===== config.mk =====
export PLATFORM = sky130hd
export DESIGN_NAME = dcb_master
export DESIGN_NICKNAME = d
export VERILOG_FILES = /design/src/rtl/dcbm_pkg.sv /design/src/rtl/dcbm_ack_sync.sv /design/src/rtl/dcbm_timing.sv /design/src/rtl/dcbm_byte_path.sv /design/src/rtl/dcbm_host_if.sv /design/src/rtl/dcb_master.sv
export SDC_FILE = /design/constraint.sdc
export NUM_CORES = 1
export LEC_CHECK = 0
export ABC_AREA = 1
export ABC_CLOCK_PERIOD_IN_PS = 4100
export BUFFER_PORTS_ARGS = -buffer_cell sky130_fd_sc_hd__buf_2
export CAP_MARGIN = 20
export CORE_MARGIN = 2
export CORE_UTILIZATION = 60
export DETAILED_ROUTE_END_ITERATION = 8
export GPL_TIMING_DRIVEN = 0
export MAX_ROUTING_LAYER = met4
export PLACE_DENSITY = 0.84
export SYNTH_ARGS = -nofsm -noshare
export SYNTH_HDL_FRONTEND = slang
export SYNTH_SLANG_ARGS = --single-unit

===== constraint.sdc =====
create_clock -name clk -period 4.1 [get_ports clk]
set_input_delay 0.82 -clock clk [delete_from_list [all_inputs] [get_ports clk]]
set_output_delay 0.82 -clock clk [all_outputs]
set_load 0.05 [all_outputs]

===== src/rtl/dcbm_pkg.sv =====
package dcbm_pkg;

    localparam int WORD_W = 32;
    localparam int BYTE_W = 8;
    localparam int LANES  = WORD_W / BYTE_W;
    localparam int IDX_W  = $clog2(LANES);
    localparam int TIME_W = 5;

    // Host-visible mode layout; field positions are part of the programming model.
    typedef struct packed {
        logic              swap;       // [28]
        logic [TIME_W-1:0] setup;      // [27:23]
        logic [TIME_W-1:0] hold;       // [22:18]
        logic [TIME_W-1:0] width;      // [17:13]
        logic              ack_async;  // [12]
        logic              ack_sync;   // [11]
        logic [3:0]        slave;      // [10:7]
        logic [2:0]        sel;        // [6:4]
        logic              auto_inc;   // [3]
        logic              pack;       // [2]
        logic [1:0]        size;       // [1:0]
    } dcb_mode_t;

    localparam int MODE_W = $bits(dcb_mode_t);

    typedef enum logic [1:0] {
        PH_IDLE, PH_SETUP, PH_STROBE, PH_HOLD
    } dcb_phase_t;

    typedef enum logic [1:0] {
        ACK_NONE, ACK_SYNC, ACK_ASYNC
    } ack_kind_t;

    localparam logic [1:0] HR_MODE   = 2'd0;
    localparam logic [1:0] HR_DATA   = 2'd1;
    localparam logic [1:0] HR_STATUS = 2'd2;

    localparam int ST_BUSY_BIT = 4;
    localparam int ST_TMO_BIT  = 5;

    function automatic ack_kind_t ack_kind(input logic sync_en, input logic async_en);
        if (async_en)     return ACK_ASYNC;
        else if (sync_en) return ACK_SYNC;
        else              return ACK_NONE;
    endfunction

    function automatic logic [IDX_W:0] byte_total(input logic pack, input logic [1:0] size);
        if (pack || size == 2'd0) return (IDX_W+1)'(LANES);
        else                      return (IDX_W+1)'(size);
    endfunction

endpackage


===== src/rtl/dcbm_ack_sync.sv =====
module dcbm_ack_sync #(
    parameter int STAGES = 2
) (
    input  logic clk,
    input  logic rst,
    input  logic ack_in,
    output logic ack_rise
);
    logic [STAGES-1:0] chain;
    logic              last_q;

    always_ff @(posedge clk) begin
        if (rst) begin
            chain  <= '0;
            last_q <= 1'b0;
        end else begin
            chain  <= {chain[STAGES-2:0], ack_in};
            last_q <= chain[STAGES-1];
        end
    end

    assign ack_rise = chain[STAGES-1] & ~last_q;

endmodule


===== src/rtl/dcbm_timing.sv =====
module dcbm_timing
    import dcbm_pkg::*;
#(
    parameter int TMO_LIMIT = 255
) (
    input  logic              clk,
    input  logic              rst,
    input  logic              start,
    input  logic [TIME_W-1:0] t_setup,
    input  logic [TIME_W-1:0] t_hold,
    input  logic [TIME_W-1:0] t_width,
    input  ack_kind_t         kind,
    input  logic [IDX_W:0]    nbytes,
    input  logic              ack_raw,
    input  logic              ack_rise,
    output dcb_phase_t        phase,
    output logic [IDX_W-1:0]  byte_idx,
    output logic              byte_end,
    output logic              abort,
    output logic              done
);
    localparam int TMO_W = $clog2(TMO_LIMIT + 1);

    logic [TIME_W-1:0] cnt;
    logic [TMO_W-1:0]  tmo_cnt;
    logic              strobe_hit;
    logic              last_byte;

    always_comb begin
        case (kind)
            ACK_SYNC:  strobe_hit = ack_raw;
            ACK_ASYNC: strobe_hit = ack_rise;
            default:   strobe_hit = (cnt == '0);
        endcase
    end

    assign last_byte = ({1'b0, byte_idx} == nbytes - (IDX_W+1)'(1));
    assign byte_end  = (phase == PH_STROBE) && strobe_hit;
    assign abort     = (phase == PH_STROBE) && !strobe_hit && (kind == ACK_ASYNC)
                       && (tmo_cnt == TMO_W'(TMO_LIMIT - 1));
    assign done      = abort
                     || (byte_end && last_byte && t_hold == '0)
                     || (phase == PH_HOLD && cnt == '0 && last_byte);

    always_ff @(posedge clk) begin
        if (rst) begin
            phase    <= PH_IDLE;
            cnt      <= '0;
            tmo_cnt  <= '0;
            byte_idx <= '0;
        end else begin
            if (phase != PH_STROBE) tmo_cnt <= '0;
            case (phase)
                PH_IDLE: begin
                    byte_idx <= '0;
                    if (start) begin
                        if (t_setup != '0) begin
                            phase <= PH_SETUP;
                            cnt   <= t_setup - TIME_W'(1);
                        end else begin
                            phase <= PH_STROBE;
                            cnt   <= t_width;
                        end
                    end
                end
                PH_SETUP: begin
                    if (cnt == '0) begin
                        phase <= PH_STROBE;
                        cnt   <= t_width;
                    end else begin
                        cnt <= cnt - TIME_W'(1);
                    end
                end
                PH_STROBE: begin
                    if (byte_end) begin
                        tmo_cnt <= '0;
                        if (t_hold != '0) begin
                            phase <= PH_HOLD;
                            cnt   <= t_hold - TIME_W'(1);
                        end else if (last_byte) begin
                            phase <= PH_IDLE;
                        end else begin
                            // zero hold: setup alone forms the gap, at least one cycle
                            byte_idx <= byte_idx + IDX_W'(1);
                            phase    <= PH_SETUP;
                            cnt      <= (t_setup != '0) ? t_setup - TIME_W'(1) : '0;
                        end
                    end else if (abort) begin
                        phase   <= PH_IDLE;
                        tmo_cnt <= '0;
                    end else begin
                        if (kind == ACK_ASYNC) tmo_cnt <= tmo_cnt + TMO_W'(1);
                        if (cnt != '0) cnt <= cnt - TIME_W'(1);
                    end
                end
                default: begin
                    if (cnt == '0) begin
                        if (last_byte) begin
                            phase <= PH_IDLE;
                        end else begin
                            byte_idx <= byte_idx + IDX_W'(1);
                            if (t_setup != '0) begin
                                phase <= PH_SETUP;
                                cnt   <= t_setup - TIME_W'(1);
                            end else begin
                                phase <= PH_STROBE;
                                cnt   <= t_width;
                            end
                        end
                    end else begin
                        cnt <= cnt - TIME_W'(1);
                    end
                end
            endcase
        end
    end

    assert_strobe_len_R4: assert property (@(posedge clk) disable iff (rst)
        (phase == PH_STROBE && kind == ACK_NONE && cnt != '0) |=> (phase == PH_STROBE));

    assert_idx_range_R2: assert property (@(posedge clk) disable iff (rst)
        (phase != PH_IDLE) |-> ({1'b0, byte_idx} < nbytes));

    assert_tmo_bound_R12: assert property (@(posedge clk) disable iff (rst)
        tmo_cnt < TMO_W'(TMO_LIMIT));

endmodule


===== src/rtl/dcbm_byte_path.sv =====
module dcbm_byte_path
    import dcbm_pkg::*;
(
    input  logic              clk,
    input  logic              rst,
    input  logic              load,
    input  logic [WORD_W-1:0] wr_word,
    input  logic [IDX_W-1:0]  byte_idx,
    input  logic              swap,
    input  logic              capture,
    input  logic [BYTE_W-1:0] din,
    output logic [BYTE_W-1:0] dout,
    output logic [WORD_W-1:0] rx_word
);
    logic [LANES-1:0][BYTE_W-1:0] tx_q;
    logic [LANES-1:0][BYTE_W-1:0] rx_q;
    logic [IDX_W-1:0]             lane;

    // natural order sends the most significant lane first
    assign lane = swap ? byte_idx : IDX_W'(LANES - 1) - byte_idx;
    assign dout = tx_q[lane];

    always_ff @(posedge clk) begin
        if (rst)       tx_q <= '0;
        else if (load) tx_q <= wr_word;
    end

    for (genvar g = 0; g < LANES; g++) begin : g_lane
        always_ff @(posedge clk) begin
            if (rst || load)                          rx_q[g] <= '0;
            else if (capture && lane == IDX_W'(g))    rx_q[g] <= din;
        end
    end

    assign rx_word = rx_q;

endmodule


===== src/rtl/dcbm_host_if.sv =====
module dcbm_host_if
    import dcbm_pkg::*;
(
    input  logic              clk,
    input  logic              rst,
    input  logic              host_sel,
    input  logic              host_we,
    input  logic [1:0]        host_addr,
    input  logic [MODE_W-1:0] host_mode_wdata,
    output logic [WORD_W-1:0] host_rdata,
    output logic              host_wait,
    input  logic              busy,
    input  logic              byte_end,
    input  logic              abort,
    input  logic              done,
    input  logic [WORD_W-1:0] rx_word,
    output dcb_mode_t         mode,
    output logic              start,
    output logic              dir_read
);
    logic tmo_flag;
    logic rd_ready;
    logic acc_data, acc_mode, start_wr, start_rd, take_rd, wr_mode;

    assign acc_data = host_sel && host_addr == HR_DATA;
    assign acc_mode = host_sel && host_addr == HR_MODE;
    assign start_wr = acc_data && host_we && !busy;
    assign start_rd = acc_data && !host_we && !busy && !rd_ready;
    assign take_rd  = acc_data && !host_we && !busy && rd_ready;
    assign wr_mode  = acc_mode && host_we && !busy;
    assign start    = start_wr || start_rd;

    assign host_wait = (acc_mode && host_we && busy)
                    || (acc_data && host_we && busy)
                    || (acc_data && !host_we && (busy || !rd_ready));

    always_ff @(posedge clk) begin
        if (rst) begin
            mode     <= '0;
            tmo_flag <= 1'b0;
            rd_ready <= 1'b0;
            dir_read <= 1'b0;
        end else begin
            if (wr_mode)                        mode     <= dcb_mode_t'(host_mode_wdata);
            else if (byte_end && mode.auto_inc) mode.sel <= mode.sel + 3'd1;
            if (abort)                          tmo_flag <= 1'b1;
            if (start)                          dir_read <= start_rd;
            if (done && dir_read)               rd_ready <= 1'b1;
            else if (take_rd)                   rd_ready <= 1'b0;
        end
    end

    always_comb begin
        host_rdata = '0;
        case (host_addr)
            HR_MODE:   host_rdata = {{(WORD_W-MODE_W){1'b0}}, mode};
            HR_DATA:   host_rdata = rx_word;
            HR_STATUS: begin
                host_rdata[ST_BUSY_BIT] = busy;
                host_rdata[ST_TMO_BIT]  = tmo_flag;
            end
            default:   host_rdata = '0;
        endcase
    end

    assert_tmo_sticky_R12: assert property (@(posedge clk) disable iff (rst)
        tmo_flag |=> tmo_flag);

    assert_mode_frozen_R8: assert property (@(posedge clk) disable iff (rst)
        busy |=> ($stable(mode.setup) && $stable(mode.hold) && $stable(mode.width)
                  && $stable(mode.size) && $stable(mode.pack) && $stable(mode.slave)));

endmodule


===== src/rtl/dcb_master.sv =====
module dcb_master
    import dcbm_pkg::*;
#(
    parameter int TMO_LIMIT   = 255,
    parameter int SYNC_STAGES = 2
) (
    input  logic        clk,
    input  logic        rst,
    input  logic        host_sel,
    input  logic        host_we,
    input  logic [1:0]  host_addr,
    input  logic [31:0] host_wdata,
    output logic [31:0] host_rdata,
    output logic        host_wait,
    output logic        dcb_cs_n,
    output logic        dcb_we,
    output logic [3:0]  dcb_slave,
    output logic [2:0]  dcb_sel,
    output logic [7:0]  dcb_dout,
    input  logic [7:0]  dcb_din,
    input  logic        dcb_ack
);
    dcb_mode_t        mode;
    dcb_phase_t       phase;
    logic [IDX_W-1:0] byte_idx;
    logic             start, dir_read, busy;
    logic             byte_end, abort, done, ack_rise;
    logic [WORD_W-1:0] rx_word;

    assign busy = (phase != PH_IDLE);

    dcbm_host_if u_host (
        .clk, .rst, .host_sel, .host_we, .host_addr,
        .host_mode_wdata(host_wdata[MODE_W-1:0]),
        .host_rdata, .host_wait,
        .busy, .byte_end, .abort, .done, .rx_word,
        .mode, .start, .dir_read
    );

    dcbm_ack_sync #(.STAGES(SYNC_STAGES)) u_sync (
        .clk, .rst, .ack_in(dcb_ack), .ack_rise
    );

    dcbm_timing #(.TMO_LIMIT(TMO_LIMIT)) u_timing (
        .clk, .rst, .start,
        .t_setup(mode.setup), .t_hold(mode.hold), .t_width(mode.width),
        .kind(ack_kind(mode.ack_sync, mode.ack_async)),
        .nbytes(byte_total(mode.pack, mode.size)),
        .ack_raw(dcb_ack), .ack_rise,
        .phase, .byte_idx, .byte_end, .abort, .done
    );

    dcbm_byte_path u_bytes (
        .clk, .rst, .load(start), .wr_word(host_wdata), .byte_idx,
        .swap(mode.swap), .capture(byte_end), .din(dcb_din),
        .dout(dcb_dout), .rx_word
    );

    assign dcb_cs_n  = (phase != PH_STROBE);
    assign dcb_we    = !dir_read;
    assign dcb_slave = mode.slave;
    assign dcb_sel   = mode.sel;

    assert_wait_busy_R8: assert property (@(posedge clk) disable iff (rst)
        (host_sel && host_we && host_addr == HR_DATA && busy) |-> host_wait);

endmodule


* Yosys cells after proc, flatten, opt, wreduce, memory -nomap -nowiden *
Index checks and enable logic that the tools add are counted.

storage, ports and cells
  register bits after elaboration = 116
  output and inout port bits = 50
  bits of input ports = 47

operators by class
  equality and inequality tests = 22
  multiplexer cells = 46
  bitwise logic cells = 3
  reduce and logical (&&, ||, !) cells = 56
  add/subtract/negate cells = 8
  order comparisons = 1

operator list
  operator                                                            number
  5-bit two-way mux                                                   11
  26-bit one-hot mux with 2 select lines                              1
  8-bit two-way mux                                                   6
  2-bit two-way mux                                                   14
  1-bit logical AND                                                   27
  2-bit one-hot mux with 3 select lines                               3
  8-bit binary-select mux with 2-bit select                           1
  5-bit one-hot mux with 3 select lines                               1
  5-bit nonzero test                                                  3
  5-bit by 1-bit subtractor with 5-bit output, second input constant  3
  2-bit == test, second input constant                                6
  5-bit logical NOT                                                   2
  3-bit two-way mux                                                   3
  8-bit by 1-bit adder with 8-bit output, second input constant       1
  2-bit by 1-bit == test with 1-bit output, second input constant     4
  8-bit == test, second input constant                                1
  2-bit logical NOT                                                   4
  1-bit logical OR                                                    8
  4-bit one-hot mux with 2 select lines                               1
  4-bit AND reduction                                                 2
  2-bit by 1-bit != test with 1-bit output, second input constant     3
  3-bit by 2-bit != test with 1-bit output, second input constant     2
  2-bit nonzero test                                                  3
  1-bit logical NOT                                                   5
  other kinds (16)                                                    21

* Logic depth before layout (Yosys ltp) *
  depth in word-level cells = 12
  mapped depth = 13
  mapped depth without buffers = 13

* By module *
From an unflattened synthesis, not the netlist that was laid out.

second synthesis, totals
  cells, all modules = 968
  area, all modules = 6,458.7 µm²

by module, submodules not included
  module          area an instance (µm²)  cells an instance  instances
  dcbm_byte_path  2,856.5                 389                1
  dcbm_timing     1,764.2                 287                1
  dcbm_host_if    1,699.1                 270                1
  dcbm_ack_sync   86.3                    10                 1
  dcb_master      52.6                    12                 1

* Worst setup path after synthesis *
OpenSTA, ideal clock, no wires.

  kind = input -> output
  from = input port host_we
  to = output port host_wait
  arrival = 2.560 ns
  required time = 3.280 ns
  setup slack = 0.720 ns
  buffers on the path = 0
  cell stages on the path = 2
  cell sequence = inv_1 > o41ai_1

on the way
  cells in the longest elaborated chain, start to end = 4

RTL lines
  item                                                          line                                                        text
  start: declaration                                            dcb_master.sv:10                                            input logic host_we,
  1-bit logical AND (tied with other cells)                     dcbm_host_if.sv:33                                          assign host_wait = (acc_mode && host_we && busy)
  1-bit logical AND (on tied branches)                          dcbm_host_if.sv:33, dcbm_host_if.sv:34, dcbm_host_if.sv:35
  1-bit logical OR / 1-bit logical AND (equally long branches)  dcbm_host_if.sv:34, dcbm_host_if.sv:35
  1-bit logical OR *                                            dcbm_host_if.sv:35                                          || (acc_data && !host_we && (busy || !rd_ready));
  end: declaration                                              dcb_master.sv:14                                            output logic host_wait,

Mark *: on every way between the ends. The rest lies on a longest branch, timed or not.

* Worst setup path in the final report *
  from = register, netlist name u_host.mode[28]
  to = output port dcb_dout[5]

on the way
  cells in the longest elaborated chain, start to end = 3

RTL lines
  item                                       line                  text
  2-bit two-way mux                          dcbm_byte_path.sv:20  assign lane = swap ? byte_idx : IDX_W'(LANES - 1) - byte_idx;
  8-bit binary-select mux with 2-bit select  dcbm_byte_path.sv:21  assign dout = tx_q[lane];
  8-bit two-way mux (not written as such)    dcbm_byte_path.sv:21
  end: declaration                           dcb_master.sv:19      output logic [7:0] dcb_dout,

Every way passes these cells. The select of a mux whose other input is x is not followed.

==> impl_metrics.py <==
metrics = {
    "timing": {
        "fin_setup_tns_ns": 0,
        "setup_viol": 0,
        "hold_viol": 0,
        "worst_pin_slew_ns": 0.805,
        "min_period_ns": 3.38,
        "setup_ws_ns": 0.719,
        "clock_skew_ns": 0.00857,
        "fin_crit_sh": 0.825,
        "drv_slew": 0,
        "rsz0062_at_grt": "false",
        "slew_headroom": 0.461,
        "clock.fmax_mhz": 296,
    },
    "place": {
        "portBuffers": 96,
        "dp.cells": 1009,
        "dp_hpwl_um": 13100,
        "dpl_cell_area_um2": 6290,
        "place.gp.congestion": 0.959,
        "place_worst_setup_slack_ns": 0.935,
    },
    "worst_setup_path": {
        "crit_fanout": 9,
        "r2r-end": "u_timing.cnt[4]",
        "crit_required_ns": 3.28,
        "cp-start-kind": "flop",
        "crit_arrival_ns": 2.56,
        "critical_path_class": "flop to output port",
        "endpoint_kind": "output port",
        "r2r_start": "u_host.mode[0]",
        "r2r_setup_slack_ns": 1.93,
        "reg2regPathDepth": 12,
    },
    "detailed_routing": {
        "ant_nets": 0,
        "firstDrtPassIters": 9,
        "wire_per_inst_um": 17.1,
        "via_per_inst": 5.94,
        "routed_wl_um": 17800,
        "drtIter0Drc": 549,
        "drc": 0,
        "dr_total_vias": 6186,
    },
    "synthesis": {
        "async_flop_share": 0,
        "synth-edff-count": 0,
        "ys_types": 35,
        "postSynthAreaPerCell_um2": 7.07,
        "synthCells": 802,
        "yosys_warnings": 0,
        "synth_ff_type": "dfxtp_1",
        "syn_nets": 856,
        "syn-cell-area_um2": 5670,
        "synth-seq-cells": 116,
        "ys_seq_area_frac": 0.409,
    },
    "floorplanning": {
        "die-area_um2": 10200,
        "core-area_um2": 9200,
        "start_util": 0.617,
        "io_pins": 97,
        "die_w_um": 101,
        "rows": 35,
        "die_h_um": 101,
    },
    "finish": {
        "layout_commonest_cell": "inv_1",
        "final_layout_size_suffix_gt1_frac": 0.191,
        "nets": 971,
        "stdcell_count": 1041,
        "antenna_cells": 0,
        "fillers": 725,
        "final_area_um2": 6920,
        "area_growth_pct": 22.0,
        "final_cell_mix": "inv_1 (124), dfxtp_1 (116), a21oi_1 (106)",
    },
    "clock_tree": {
        "root_buffer": "clkbuf_8",
        "htree_levels": 4,
        "clkLatencyLatePin_ns": 0.53,
        "cts.clk_slew.worst_paths_ns": 0.06,
        "postCtsSetupRepairBufs": 0,
        "cts_buffer_depth": 2,
        "cts_tree": "built",
        "clock-sinks": 116,
        "numCtsBuffers": 17,
        "post_cts_resized": 0,
        "hold_buffers": 0,
    },
    "hold_path": {
        "hold_depth": 2,
        "hp-start": "u_sync.chain[0]",
        "hold_end": "u_sync.chain[1]",
        "hp-class": "flop to flop",
    },
    "pwr": {
        "seqPwrFrac": 0.304,
        "p_switching_uw": 1720,
        "comb_power_share": 0.341,
        "clockPowerShare": 0.356,
        "p_int_uw": 2700,
        "p_sw_frac": 0.390,
        "powerDensity_nw_per_um2": 639,
        "ir_drop_uv": 338,
        "p_leak_uw": 0.00289,
    },
    "global_route": {
        "grtUsageMet2": 0.593,
        "busiest_layer": "met2",
        "grt_antenna_before_repair": 0,
        "grt_pass1_wl_um": 28000,
        "grt_pass1_vias": 5779,
        "globalRouteTotalUtil": 0.366,
        "use_met3": 0.0594,
        "grt_max_degree": 17,
        "grt_use_met1": 0.443,
        "gr-total-overflow": 0,
    },
    "job": {
        "maxCapViolCount": 0,
    },
    "run_status": {
        "outcome": "complete, no violations",
    },
}
==> flip-flops by register name (all words and copies together), names as in the netlist <==
name and count:
u_timing.tmo_cnt 8, u_host.rd_ready 1, u_timing.cnt 5, u_bytes.tx_q 32, u_bytes.rx_word 32, u_timing.byte_idx 2, u_host.mode 29, u_timing.phase 2
u_sync.last_q 1, u_host.tmo_flag 1, u_host.dir_read 1, u_sync.chain 2
==> how the worst max path moves through the flow <==
| stage | from | end | slack (ns) | cells after the start |
|---|---|---|---|---|
| 3_3_place_gp | host_addr[1] | host_rdata[2] | 0.96 | 6 |
| 5_1_grt | u_host.mode[28] | dcb_dout[5] | 0.67 | 7 |
| 6_report | u_host.mode[28] | dcb_dout[5] | 0.72 | 7 |
| 4_1_cts | u_host.mode[28] | dcb_dout[2] | 0.75 | 7 |
| 3_5_place_dp | host_addr[1] | host_rdata[0] | 0.94 | 6 |
| 2_1_floorplan | host_we | host_wait | 0.72 | 2 |
==> per-stage QoR <==
stage                     total power (µW)   util  hold slack (ns)
after floorplan                       2450      -            0.388
after global placement                2790  0.684            0.401
after detailed placement              2820  0.684            0.397
after CTS                             4390  0.753            0.418
after global routing                  4650  0.753            0.448
final                                 4420  0.753            0.415
==> worst max-delay path: stages (launching register included) <==
cell      delay (ns)
dfxtp_1         0.37
inv_1           0.12
nand2_1         0.08
nand2_1         0.09
nor2_1          0.64
a22oi_1         0.28
o221ai_1        0.16
buf_2           0.31
==> routing by layer <==
metal	vias to the layer above	part of all wire
met5	-	0
met4	0	0.042
met3	62	0.084
met2	351	0.48
met1	2870	0.39
li1	2903	-
==> final cells by class <==
class	count	area, µm²	area share
buffer	40	193	0.0278
clock buffer	18	428	0.0618
clock inverter	14	201	0.0291
inverter	140	526	0.0759
multi-input combinational	506	2630	0.380
sequential	116	2320	0.336
tap	111	139	0.0201
timing repair buffer	96	480	0.0694
==> synth_stat cells, types with 2 or more instances <==
cell / n / area [µm²]
mux2_2: 3 / 33.8
nand4_1: 6 / 37.5
xor2_1: 5 / 43.8
a22oi_1: 10 / 75.1
nor2_4: 5 / 56.3
buf_2: 7 / 35.0
inv_2: 15 / 56.3
inv_1: 124 / 465
nor2_1: 56 / 210
a21oi_1: 106 / 531
clkbuf_1: 25 / 93.8
a211oi_1: 2 / 15.0
o21ai_1: 30 / 150
o21ai_0: 85 / 425
nand3_1: 37 / 185
nand2_1: 98 / 368
nand2_2: 2 / 12.5
o221ai_1: 8 / 70.1
o22ai_1: 22 / 138
nor3_1: 3 / 15.0
nand3b_1: 2 / 15.0
nor2_2: 3 / 18.8
buf_4: 7 / 52.6
ha_1: 7 / 87.6
dfxtp_1: 116 / 2320
nand3_2: 3 / 30.0
o211ai_1: 7 / 52.6
==> power groups by stage <==
stage / Sequential, µW / Clock, µW / Combinational (µW)
2_1_floorplan: 1340 / 0 / 1110
3_3_place_gp: 1360 / 0 / 1430
3_5_place_dp: 1360 / 0 / 1460
4_1_cts: 1340 / 1570 / 1480
5_1_grt: 1350 / 1630 / 1670
6_report: 1340 / 1570 / 1510
==> cell families (layout without fill, tap and decap cells) <==
logic type / Yosys count / count (layout) / share of synthesized area
buffers and inverters: 180 / 308 / 0.127
xor gates and xnor gates: 5 / 5 / 0.00772
AOI/OAI and AO/OA: 273 / 273 / 0.263
adders and majority gates: 7 / 7 / 0.0154
DFF: 116 / 116 / 0.409
and+or+nand+nor: 218 / 218 / 0.172
muxes: 3 / 3 / 0.00595
(Power assumes the default switching activity.)
